--- config.mk ---
export PLATFORM = sky130hd
export DESIGN_NAME = xfer_fifo_ctl
export DESIGN_NICKNAME = d
export VERILOG_FILES = /design/src/rtl/xfer_fifo_pkg.sv /design/src/rtl/xfer_byte_fifo.sv /design/src/rtl/xfer_w1c_bank.sv /design/src/rtl/xfer_fifo_ctl.sv
export SDC_FILE = /design/constraint.sdc
export NUM_CORES = 1
export LEC_CHECK = 0
export BUFFER_PORTS_ARGS = -buffer_cell sky130_fd_sc_hd__buf_2
export CORE_MARGIN = 1.5
export CORE_UTILIZATION = 65
export DETAILED_ROUTE_END_ITERATION = 12
export GPL_ROUTABILITY_DRIVEN = 0
export PLACE_DENSITY = 0.91
export REMOVE_ABC_BUFFERS = 1
export SLEW_MARGIN = 0
export SYNTH_ARGS = -nofsm -noshare
export SYNTH_HDL_FRONTEND = slang
export SYNTH_SLANG_ARGS = --single-unit
--- constraint.sdc ---
create_clock -name clk -period 5.6 [get_ports clk]
set_clock_uncertainty 0.1 [all_clocks]
set_input_delay 0.84 -clock clk [delete_from_list [all_inputs] [get_ports clk]]
set_output_delay 0.84 -clock clk [all_outputs]
set_load 0.05 [all_outputs]
--- src/rtl/xfer_fifo_pkg.sv ---
package xfer_fifo_pkg;

    localparam int FLAG_W = 16;
    localparam int WAKE_W = 4;

    // flag positions decoded by software
    localparam int F_TX_LVL   = 0;
    localparam int F_TX_EMPTY = 1;
    localparam int F_RX_LVL   = 2;
    localparam int F_RX_FULL  = 3;
    localparam int F_TX_OVR   = 12;
    localparam int F_TX_UND   = 13;
    localparam int F_RX_OVR   = 14;
    localparam int F_RX_UND   = 15;

    localparam int SIDE_TX = 0;
    localparam int SIDE_RX = 1;

    // per-direction status captured each cycle
    typedef struct packed {
        logic lvl;    // threshold compare true
        logic bound;  // empty (TX) or full (RX)
        logic ovr;    // push into full FIFO
        logic und;    // pop from empty FIFO
    } side_evt_t;

    function automatic logic cnt_below(int unsigned cnt, int unsigned lvl);
        return cnt < lvl;
    endfunction

    function automatic logic cnt_above(int unsigned cnt, int unsigned lvl);
        return cnt > lvl;
    endfunction

    function automatic logic [FLAG_W-1:0] pack_flags(side_evt_t tx, side_evt_t rx);
        logic [FLAG_W-1:0] f;
        f             = '0;
        f[F_TX_LVL]   = tx.lvl;
        f[F_TX_EMPTY] = tx.bound;
        f[F_TX_OVR]   = tx.ovr;
        f[F_TX_UND]   = tx.und;
        f[F_RX_LVL]   = rx.lvl;
        f[F_RX_FULL]  = rx.bound;
        f[F_RX_OVR]   = rx.ovr;
        f[F_RX_UND]   = rx.und;
        return f;
    endfunction

    function automatic logic [WAKE_W-1:0] pack_wake(side_evt_t tx, side_evt_t rx);
        return {rx.bound, rx.lvl, tx.bound, tx.lvl};
    endfunction

    function automatic logic [FLAG_W-1:0] side_mask(int unsigned side);
        logic [FLAG_W-1:0] m;
        m = '0;
        if (side == SIDE_TX) begin
            m[F_TX_LVL] = 1'b1; m[F_TX_EMPTY] = 1'b1;
            m[F_TX_OVR] = 1'b1; m[F_TX_UND]   = 1'b1;
        end else begin
            m[F_RX_LVL] = 1'b1; m[F_RX_FULL]  = 1'b1;
            m[F_RX_OVR] = 1'b1; m[F_RX_UND]   = 1'b1;
        end
        return m;
    endfunction

endpackage

--- src/rtl/xfer_byte_fifo.sv ---
module xfer_byte_fifo #(
    parameter int DEPTH = 32,
    parameter int DW    = 8,
    parameter int CW    = $clog2(DEPTH + 1)
) (
    input  logic          clk,
    input  logic          rst,
    input  logic          clr,
    input  logic          push,
    input  logic [DW-1:0] push_data,
    input  logic          pop,
    output logic [DW-1:0] head,
    output logic [CW-1:0] count,
    output logic          ovr_evt,
    output logic          und_evt
);
    localparam int AW = (DEPTH > 1) ? $clog2(DEPTH) : 1;

    logic [DW-1:0] mem [DEPTH];
    logic [AW-1:0] wptr, rptr;
    logic          full, empty, do_push, do_pop;

    function automatic logic [AW-1:0] bump(logic [AW-1:0] p);
        return (p == AW'(DEPTH - 1)) ? '0 : p + 1'b1;
    endfunction

    assign full    = (count == CW'(DEPTH));
    assign empty   = (count == '0);
    assign do_push = push && !full && !clr;
    assign do_pop  = pop && !empty && !clr;
    assign ovr_evt = push && full;
    assign und_evt = pop && empty;
    assign head    = empty ? '0 : mem[rptr];

    always_ff @(posedge clk) begin
        if (rst || clr) begin
            wptr  <= '0;
            rptr  <= '0;
            count <= '0;
        end else begin
            if (do_push) wptr <= bump(wptr);
            if (do_pop)  rptr <= bump(rptr);
            case ({do_push, do_pop})
                2'b10:   count <= count + 1'b1;
                2'b01:   count <= count - 1'b1;
                default: count <= count;
            endcase
        end
    end

    always_ff @(posedge clk) begin
        if (do_push) mem[wptr] <= push_data;
    end

endmodule

--- src/rtl/xfer_w1c_bank.sv ---
module xfer_w1c_bank #(
    parameter int W = 16
) (
    input  logic         clk,
    input  logic         rst,
    input  logic [W-1:0] set,
    input  logic [W-1:0] w1c,
    input  logic [W-1:0] wipe,
    output logic [W-1:0] q
);
    // wipe beats set, set beats write-1-to-clear
    always_ff @(posedge clk) begin
        if (rst) q <= '0;
        else     q <= ((q & ~w1c) | set) & ~wipe;
    end
endmodule

--- src/rtl/xfer_fifo_ctl.sv ---
module xfer_fifo_ctl
    import xfer_fifo_pkg::*;
#(
    parameter int DEPTH = 32,
    parameter int DW    = 8,
    parameter int LVL_W = 6,
    parameter int CNT_W = $clog2(DEPTH + 1)
) (
    input  logic              clk,
    input  logic              rst,
    input  logic              bus_wr_en,
    input  logic [DW-1:0]     bus_wr_data,
    input  logic              bus_rd_en,
    output logic [DW-1:0]     bus_rd_data,
    input  logic              ser_tx_pop,
    output logic [DW-1:0]     ser_tx_data,
    input  logic              ser_rx_push,
    input  logic [DW-1:0]     ser_rx_data,
    input  logic              tx_fifo_en,
    input  logic              rx_fifo_en,
    input  logic              tx_clear,
    input  logic              rx_clear,
    input  logic [LVL_W-1:0]  tx_level,
    input  logic [LVL_W-1:0]  rx_level,
    input  logic              tx_dma_en,
    input  logic              rx_dma_en,
    output logic [CNT_W-1:0]  tx_count,
    output logic [CNT_W-1:0]  rx_count,
    output logic              tx_dma_req,
    output logic              rx_dma_req,
    output logic [FLAG_W-1:0] evt_flags,
    input  logic [FLAG_W-1:0] evt_clr,
    input  logic [FLAG_W-1:0] evt_irq_en,
    output logic              irq,
    output logic [WAKE_W-1:0] wake_flags,
    input  logic [WAKE_W-1:0] wake_clr,
    input  logic [WAKE_W-1:0] wake_en,
    output logic              wake
);
    localparam int NSIDE = 2;

    logic [NSIDE-1:0] f_push, f_pop, f_clr, f_ovr, f_und;
    logic [DW-1:0]    f_din  [NSIDE];
    logic [DW-1:0]    f_head [NSIDE];
    logic [CNT_W-1:0] f_cnt  [NSIDE];

    // side routing: bus feeds TX, serial feeds RX; serial access gated
    assign f_push[SIDE_TX] = bus_wr_en;
    assign f_din[SIDE_TX]  = bus_wr_data;
    assign f_pop[SIDE_TX]  = ser_tx_pop && tx_fifo_en;
    assign f_clr[SIDE_TX]  = tx_clear;
    assign f_push[SIDE_RX] = ser_rx_push && rx_fifo_en;
    assign f_din[SIDE_RX]  = ser_rx_data;
    assign f_pop[SIDE_RX]  = bus_rd_en;
    assign f_clr[SIDE_RX]  = rx_clear;

    for (genvar s = 0; s < NSIDE; s++) begin : g_side
        xfer_byte_fifo #(
            .DEPTH (DEPTH),
            .DW    (DW),
            .CW    (CNT_W)
        ) u_fifo (
            .clk       (clk),
            .rst       (rst),
            .clr       (f_clr[s]),
            .push      (f_push[s]),
            .push_data (f_din[s]),
            .pop       (f_pop[s]),
            .head      (f_head[s]),
            .count     (f_cnt[s]),
            .ovr_evt   (f_ovr[s]),
            .und_evt   (f_und[s])
        );
    end

    assign ser_tx_data = f_head[SIDE_TX];
    assign bus_rd_data = f_head[SIDE_RX];
    assign tx_count    = f_cnt[SIDE_TX];
    assign rx_count    = f_cnt[SIDE_RX];

    side_evt_t tx_st, rx_st;

    always_comb begin
        tx_st.lvl   = cnt_below(32'(f_cnt[SIDE_TX]), 32'(tx_level));
        tx_st.bound = (f_cnt[SIDE_TX] == '0);
        tx_st.ovr   = f_ovr[SIDE_TX];
        tx_st.und   = f_und[SIDE_TX];
        rx_st.lvl   = cnt_above(32'(f_cnt[SIDE_RX]), 32'(rx_level));
        rx_st.bound = (f_cnt[SIDE_RX] == CNT_W'(DEPTH));
        rx_st.ovr   = f_ovr[SIDE_RX];
        rx_st.und   = f_und[SIDE_RX];
    end

    assign tx_dma_req = tx_dma_en && tx_st.lvl;
    assign rx_dma_req = rx_dma_en && rx_st.lvl;

    logic [FLAG_W-1:0] evt_wipe;
    logic [WAKE_W-1:0] wake_wipe;

    assign evt_wipe  = (tx_clear ? side_mask(SIDE_TX) : '0)
                     | (rx_clear ? side_mask(SIDE_RX) : '0);
    assign wake_wipe = {rx_clear, rx_clear, tx_clear, tx_clear};

    xfer_w1c_bank #(.W(FLAG_W)) u_evt (
        .clk  (clk),
        .rst  (rst),
        .set  (pack_flags(tx_st, rx_st)),
        .w1c  (evt_clr),
        .wipe (evt_wipe),
        .q    (evt_flags)
    );

    xfer_w1c_bank #(.W(WAKE_W)) u_wake (
        .clk  (clk),
        .rst  (rst),
        .set  (pack_wake(tx_st, rx_st)),
        .w1c  (wake_clr),
        .wipe (wake_wipe),
        .q    (wake_flags)
    );

    assign irq  = |(evt_flags & evt_irq_en);
    assign wake = |(wake_flags & wake_en);

endmodule

======== Yosys cells after proc, flatten, opt, wreduce, memory -nomap -nowiden ========
Memory sizes are Yosys's and may differ from the RTL's. A register that Yosys moved wholly into a read port is not among the register bits.
Index checks and enable logic that the tools add are counted.
cells by class
  equal/unequal tests ..................... 10
  multiplexer cells ....................... 18
  reduce and logical (&&, ||, !) cells .... 30
  $add $sub $neg .......................... 8
  $lt $le $gt $ge ......................... 2
  bitwise gates (word level) .............. 13
operators with widths
  operator                                          number
  bitwise AND 16 bit                                3
  two-way mux 5 bit                                 8
  NOT 16 bit                                        2
  case mux 6 bit (2 select lines)                   2
  adder 5 x 1 -> 5 bit, second input constant       4
  == test 5 bit, second input constant              4
  logical AND 1 bit                                 16
  two-way mux 16 bit                                1
  two-way mux 8 bit                                 2
  OR 14 x 16 -> 16 bit                              1
  OR 16 bit                                         1
  OR reduction 16 bit                               1
  two-way mux 14 bit                                1
  adder 6 x 1 -> 6 bit, second input constant       2
  bitwise AND 4 bit                                 3
  == test 6 bit, second input constant              2
  logical NOT 6 bit                                 2
  subtractor 6 x 1 -> 6 bit, second input constant  2
  NOT 4 bit                                         2
  > comparator 6 bit                                1
  logical NOT 1 bit                                 6
  < comparator 6 bit                                1
  == test 2 x 1 -> 1 bit, second input constant     2
  == test 2 bit, second input constant              2
  other kinds (5)                                   10
storage, ports and cells
  memory bits (writable) .................. 512
  input bits .............................. 80
  output and inout port bits .............. 52
  logic and storage cells ................. 91
  register bits after elaboration ......... 52
  memories ................................ 2
memories
  name                  depth  bits a word  read ports  clocked after memory_dff  write ports  RTL line              text
  g_side[0].u_fifo.mem  32     8            1           1                         1            xfer_byte_fifo.sv:19  logic [DW-1:0] mem [DEPTH];
  g_side[1].u_fifo.mem  32     8            1           1                         1            xfer_byte_fifo.sv:19

======== Depth between registers and ports, before layout ========
  depth after elaboration ................. 6
  depth in mapped cells ................... 15
  mapped depth without buffers ............ 12

======== Cells and area by module ========
A second synthesis with hierarchy kept.
unflattened totals
  cells, all modules ...................... 1309
  area total of the unflattened synthesis .. 23642.7 um^2
modules (own cells, without submodules)
  module                   area each (um^2)  times used  seq. area each (um^2)  cells an instance
  xfer_byte_fifo           11172.0           2           8107.8                 582
  xfer_w1c_bank at u_evt   661.9             1           320.3                  66
  xfer_fifo_ctl            456.7             1           0.0                    63
  xfer_w1c_bank at u_wake  180.2             1           80.1                   16

======== Worst setup path after synthesis ========
Ideal clock, no wire load.
  kind .................................... register to output
  start point ............................. reg g_side[0].u_fifo.count[0]
  end point ............................... out ser_tx_data[0]
  data required time ...................... 4.660 ns
  buffers on the path ..................... 2
  setup slack ............................. 1.735 ns
  cell stages (with the launch flop) ...... 7
  arrival ................................. 2.925 ns
  path through ............................ dfxtp_1 > clkbuf_1 > nor3_1 > nand2_1 > clkbuf_1 > o221ai_1 > a221oi_1
between the ends
  longest elaborated chain between the ends .. 2
ends and longest elaborated chain
  element                 RTL line              text
  start, declared         xfer_byte_fifo.sv:13  output logic [CW-1:0] count,
  start signal, assigned  xfer_byte_fifo.sv:44  2'b10: count <= count + 1'b1;
  start signal, assigned  xfer_byte_fifo.sv:45  2'b01: count <= count - 1'b1;
  start signal, assigned  xfer_byte_fifo.sv:46  default: count <= count;
  logical NOT 6 bit       xfer_byte_fifo.sv:28  assign empty = (count == '0);
  two-way mux 8 bit       xfer_byte_fifo.sv:33  assign head = empty ? '0 : mem[rptr];
  end, declared           xfer_fifo_ctl.sv:16   output logic [DW-1:0] ser_tx_data,
Every way passes these cells.

==> key figures <==
Yosys
  • Most frequent cells after synthesis: 512 x edfxtp_1, 133 x mux4_2, 101 x nor2_1
  • Top cell type's share of synthesized area: about two thirds
  • Post-synth ARST share: 0%
  • Synthesized area per cell: 18.7 sq um
  • Yosys cell types: between 60 and 70
  • Seq/Total Area, Yosys: 71.6%
  • Syn Inst Count: 1241
  • Mapped cell area: about 23000 sq um
  • Post-synth EDFFs: between 500 and 600
  • Most numerous cell in the Yosys netlist: edfxtp_1
  • Cell taking the most area after synthesis: edfxtp_1
  • Ys flop type: edfxtp_1
  • Seq cells post-synth: around 570
  • Synth top area cells: edfxtp_1 66%, mux4_2 13%, dfxtp_1 5.3%
  • YS warnings: 0

Floorplanning
  • Core area: around 35000 sq um
  • DIE WIDTH: between 150 and 200 um
  • Ports: between 100 and 150
  • Starting Density: about two thirds
  • Die area: approximately 37000 sq um
  • # rows: 69
  • DIE HEIGHT: approximately 190 um

Drt
  • ANT nets after route: 0
  • Via density: 6.95
  • Drt total wl: around 57000 um
  • Via count: approximately 13000
  • 1st-pass router iterations: 5
  • Initial DRC count: around 1800
  • WL/cell: 30.4 um
  • Drt drc: 0

Worst hold path
  • Hold-critical path depth: 2
  • Hold Path Sink: u_evt.q[7]$_SDFF_PP0_
  • Worst min path class: in -> reg
  • Hold Startpoint: evt_clr[7]

Final layout
  • Finished Layout Cells: roughly 1900
  • Area of the multi-input gates: a little over 6000 sq um
  • Nets: 1483
  • Area grow syn2layout: 11.6%
  • Register area: 16600 sq um
  • Layout fillers: 1858
  • Final instance area: between 20000 and 30000 sq um
  • Share of cells above drive strength 1: 26.1%
  • ANT cells: 0

Pwr
  • Combinational fraction of design power: around 2.5%
  • Peak VDD IR: between 0.3 and 0.4 mV
  • Internal power: 0.00678 W
  • Switching fraction of total power: roughly 20%
  • Sequential share of power: a little over half
  • P_sw: 0.00174 W
  • Leakage: 8.56 nW
  • Clock Power Share: between 40% and 50%
  • PwrDens: between 300 and 400 nW/um^2

Global routing
  • Initial antenna violation count: 0
  • Total GRT Usage: about a third
  • Vias in the first global route: roughly 13000
  • Largest net degree at the start of global routing: 50
  • Gr ovfl total: 0
  • Global-route wire length before repair: roughly 84000 um

Critical path
  • Crit path capture type: output port
  • CP required: 4.66 ns
  • Kind of critical path: reg -> out
  • Critical R2R Capture: g_side[0].u_fifo.count[4]$_SDFFE_PP0P_
  • R2R cell count: 12
  • Reg2reg start: g_side[0].u_fifo.count[2]$_SDFFE_PP0P_
  • Worst-path cell chain: buf_4, mux4_2, mux4_2, inv_1, a221oi_1, buf_2
  • Worst path slowest cell: dfxtp_2
  • Critical path peak fanout: 33
  • CP peak stage delay: approximately 0.94 ns
  • Cell mode on critical path: mux4_2
  • Crit path DAT: 3.47 ns
  • Startpoint types: register
  • Flop-to-flop setup slack: ~1.9 ns

Run status
  • Outcome: finished clean

STA
  • Minimum clock period: approximately 4.4 ns
  • Max_slew headroom: a little over a quarter
  • Period Utilization, post-route: around four fifths
  • Setup total negative slack: 0 ns
  • Final setup vio count: 0
  • Slew Viols, Final: 0
  • Worst-margin pin slew: 1.10 ns
  • Achievable Freq: between 200 and 250 MHz
  • Final hold violation count: 0
  • RSZ-0062 raised after global routing: no

CTS
  • CTS tree: done
  • Hold_buf cts: 0
  • CTS Buffer Depth: 3
  • Post-CTS sizing: 0
  • Root buf cell: clkbuf_16
  • Reg clk slew, reported paths: ~0.06 ns
  • H-Tree Depth: 2
  • Clk Latency, worst-skew pair: 0.59 ns
  • Post-CTS Setup Bufs: 0
  • Number of clock sinks: ~570
  • TritonCTS Buffers: 52

Placed design
  • Placed inst area: about 24000 sq um
  • Placed Instances: 1779
  • Port buffer count: ~130
  • Post-DP HPWL: ~32000 um

Flow run
  • Max cap viols: 0
## flip-flops by register name, indices dropped and copies added, names as in the netlist, named ones only
signal / cells
g_side.u_fifo.mem: 512
u_evt.q: 16
g_side.u_fifo.count: 12
g_side.u_fifo.rptr: 10
g_side.u_fifo.wptr: 10
u_wake.q: 4
## power by group through the flow
stage / combinational [W] / sequential [W] / clock (W)
after floorplan: 0.0000782 / 0.00478 / 0
after global placement: 0.000193 / 0.00477 / 0
after detailed placement: 0.000205 / 0.00477 / 0
after CTS: 0.000210 / 0.00468 / 0.00363
after global routing: 0.000223 / 0.00467 / 0.00378
final: 0.000212 / 0.00468 / 0.00364
## worst max-delay path: cells and delay by family (launching register included)
family / cells / cell delay, ns
buffers and inverters: 3 / 0.84
multiplexers: 2 / 0.50
AO/OA/AOI/OAI: 1 / 0.55
flip-flops: 1 / 0.94
## final cells by class
class / instances / share of cell area, %
clock buffer: 73 / 5.49
clock inverter: 24 / 1.10
sequential: 574 / 64.2
multi-input combinational: 564 / 23.6
timing repair buffer: 139 / 2.81
inverter: 41 / 0.594
tap: 461 / 2.23
## how the worst max path moves through the flow
stage / startpoint / end / slack [ns] / cells after the start
2_1_floorplan: register / ser_tx_data[2] / -0.10 / 4
3_3_place_gp: register / bus_rd_data[2] / 1.92 / 6
3_5_place_dp: register / bus_rd_data[2] / 1.87 / 6
4_1_cts: register / bus_rd_data[2] / 1.21 / 6
5_1_grt: register / bus_rd_data[3] / 1.10 / 5
6_report: register / bus_rd_data[3] / 1.19 / 6
## routing by layer
layer,GRT usage [%],up-vias,share of wire [%]
li1,-,5296,-
met4,13.4,0,4.3
met1,39.3,6588,34
met3,6.29,170,9.3
met2,55.4,990,53
met5,0,-,0
## metrics by stage
step | worst slack, ns | utilization, % | hold slack (ns) | total power, W
final | 1.19 | 73.1 | 0.299 | 0.00852
after global routing | 1.10 | 73.1 | 0.294 | 0.00868
after CTS | 1.21 | 73.1 | 0.283 | 0.00852
after detailed placement | 1.87 | 68.3 | 0.384 | 0.00497
after global placement | 1.92 | 68.3 | 0.371 | 0.00496
after floorplan | -0.101 | - | 0.355 | 0.00486
## cells in the final DEF (no fill, tap or decap), types with 8 or more instances in the layout
master,Yosys,routed
a21oi_1,39,39
a221oi_1,16,16
a22oi_1,8,8
buf_2,23,131
clkbuf_1,24,19
clkbuf_16,0,54
clkinv_1,1,9
dfxtp_1,62,58
edfxtp_1,512,512
ha_1,31,31
inv_1,40,40
mux2i_1,25,25
mux4_1,9,9
mux4_2,133,133
nand2_1,18,18
nand2b_1,14,14
nand3_1,12,12
nor2_1,101,101
nor3_1,11,11
nor3b_1,9,9
o21ai_0,15,15
o221ai_1,12,12
or3_1,12,12
## cells by family after synthesis
group / Yosys count / share of synthesized area [%]
adder cells (fa/ha/maj): 31 / 1.67
AND/OR/NAND/NOR: 225 / 5.03
XOR/XNOR: 11 / 0.415
buffers and inverters: 103 / 2.11
AO/OA/AOI/OAI: 128 / 4.06
flip-flops: 574 / 71.6
multiplexers: 169 / 15.1
Note: power is estimated with default switching activity, not from simulation.
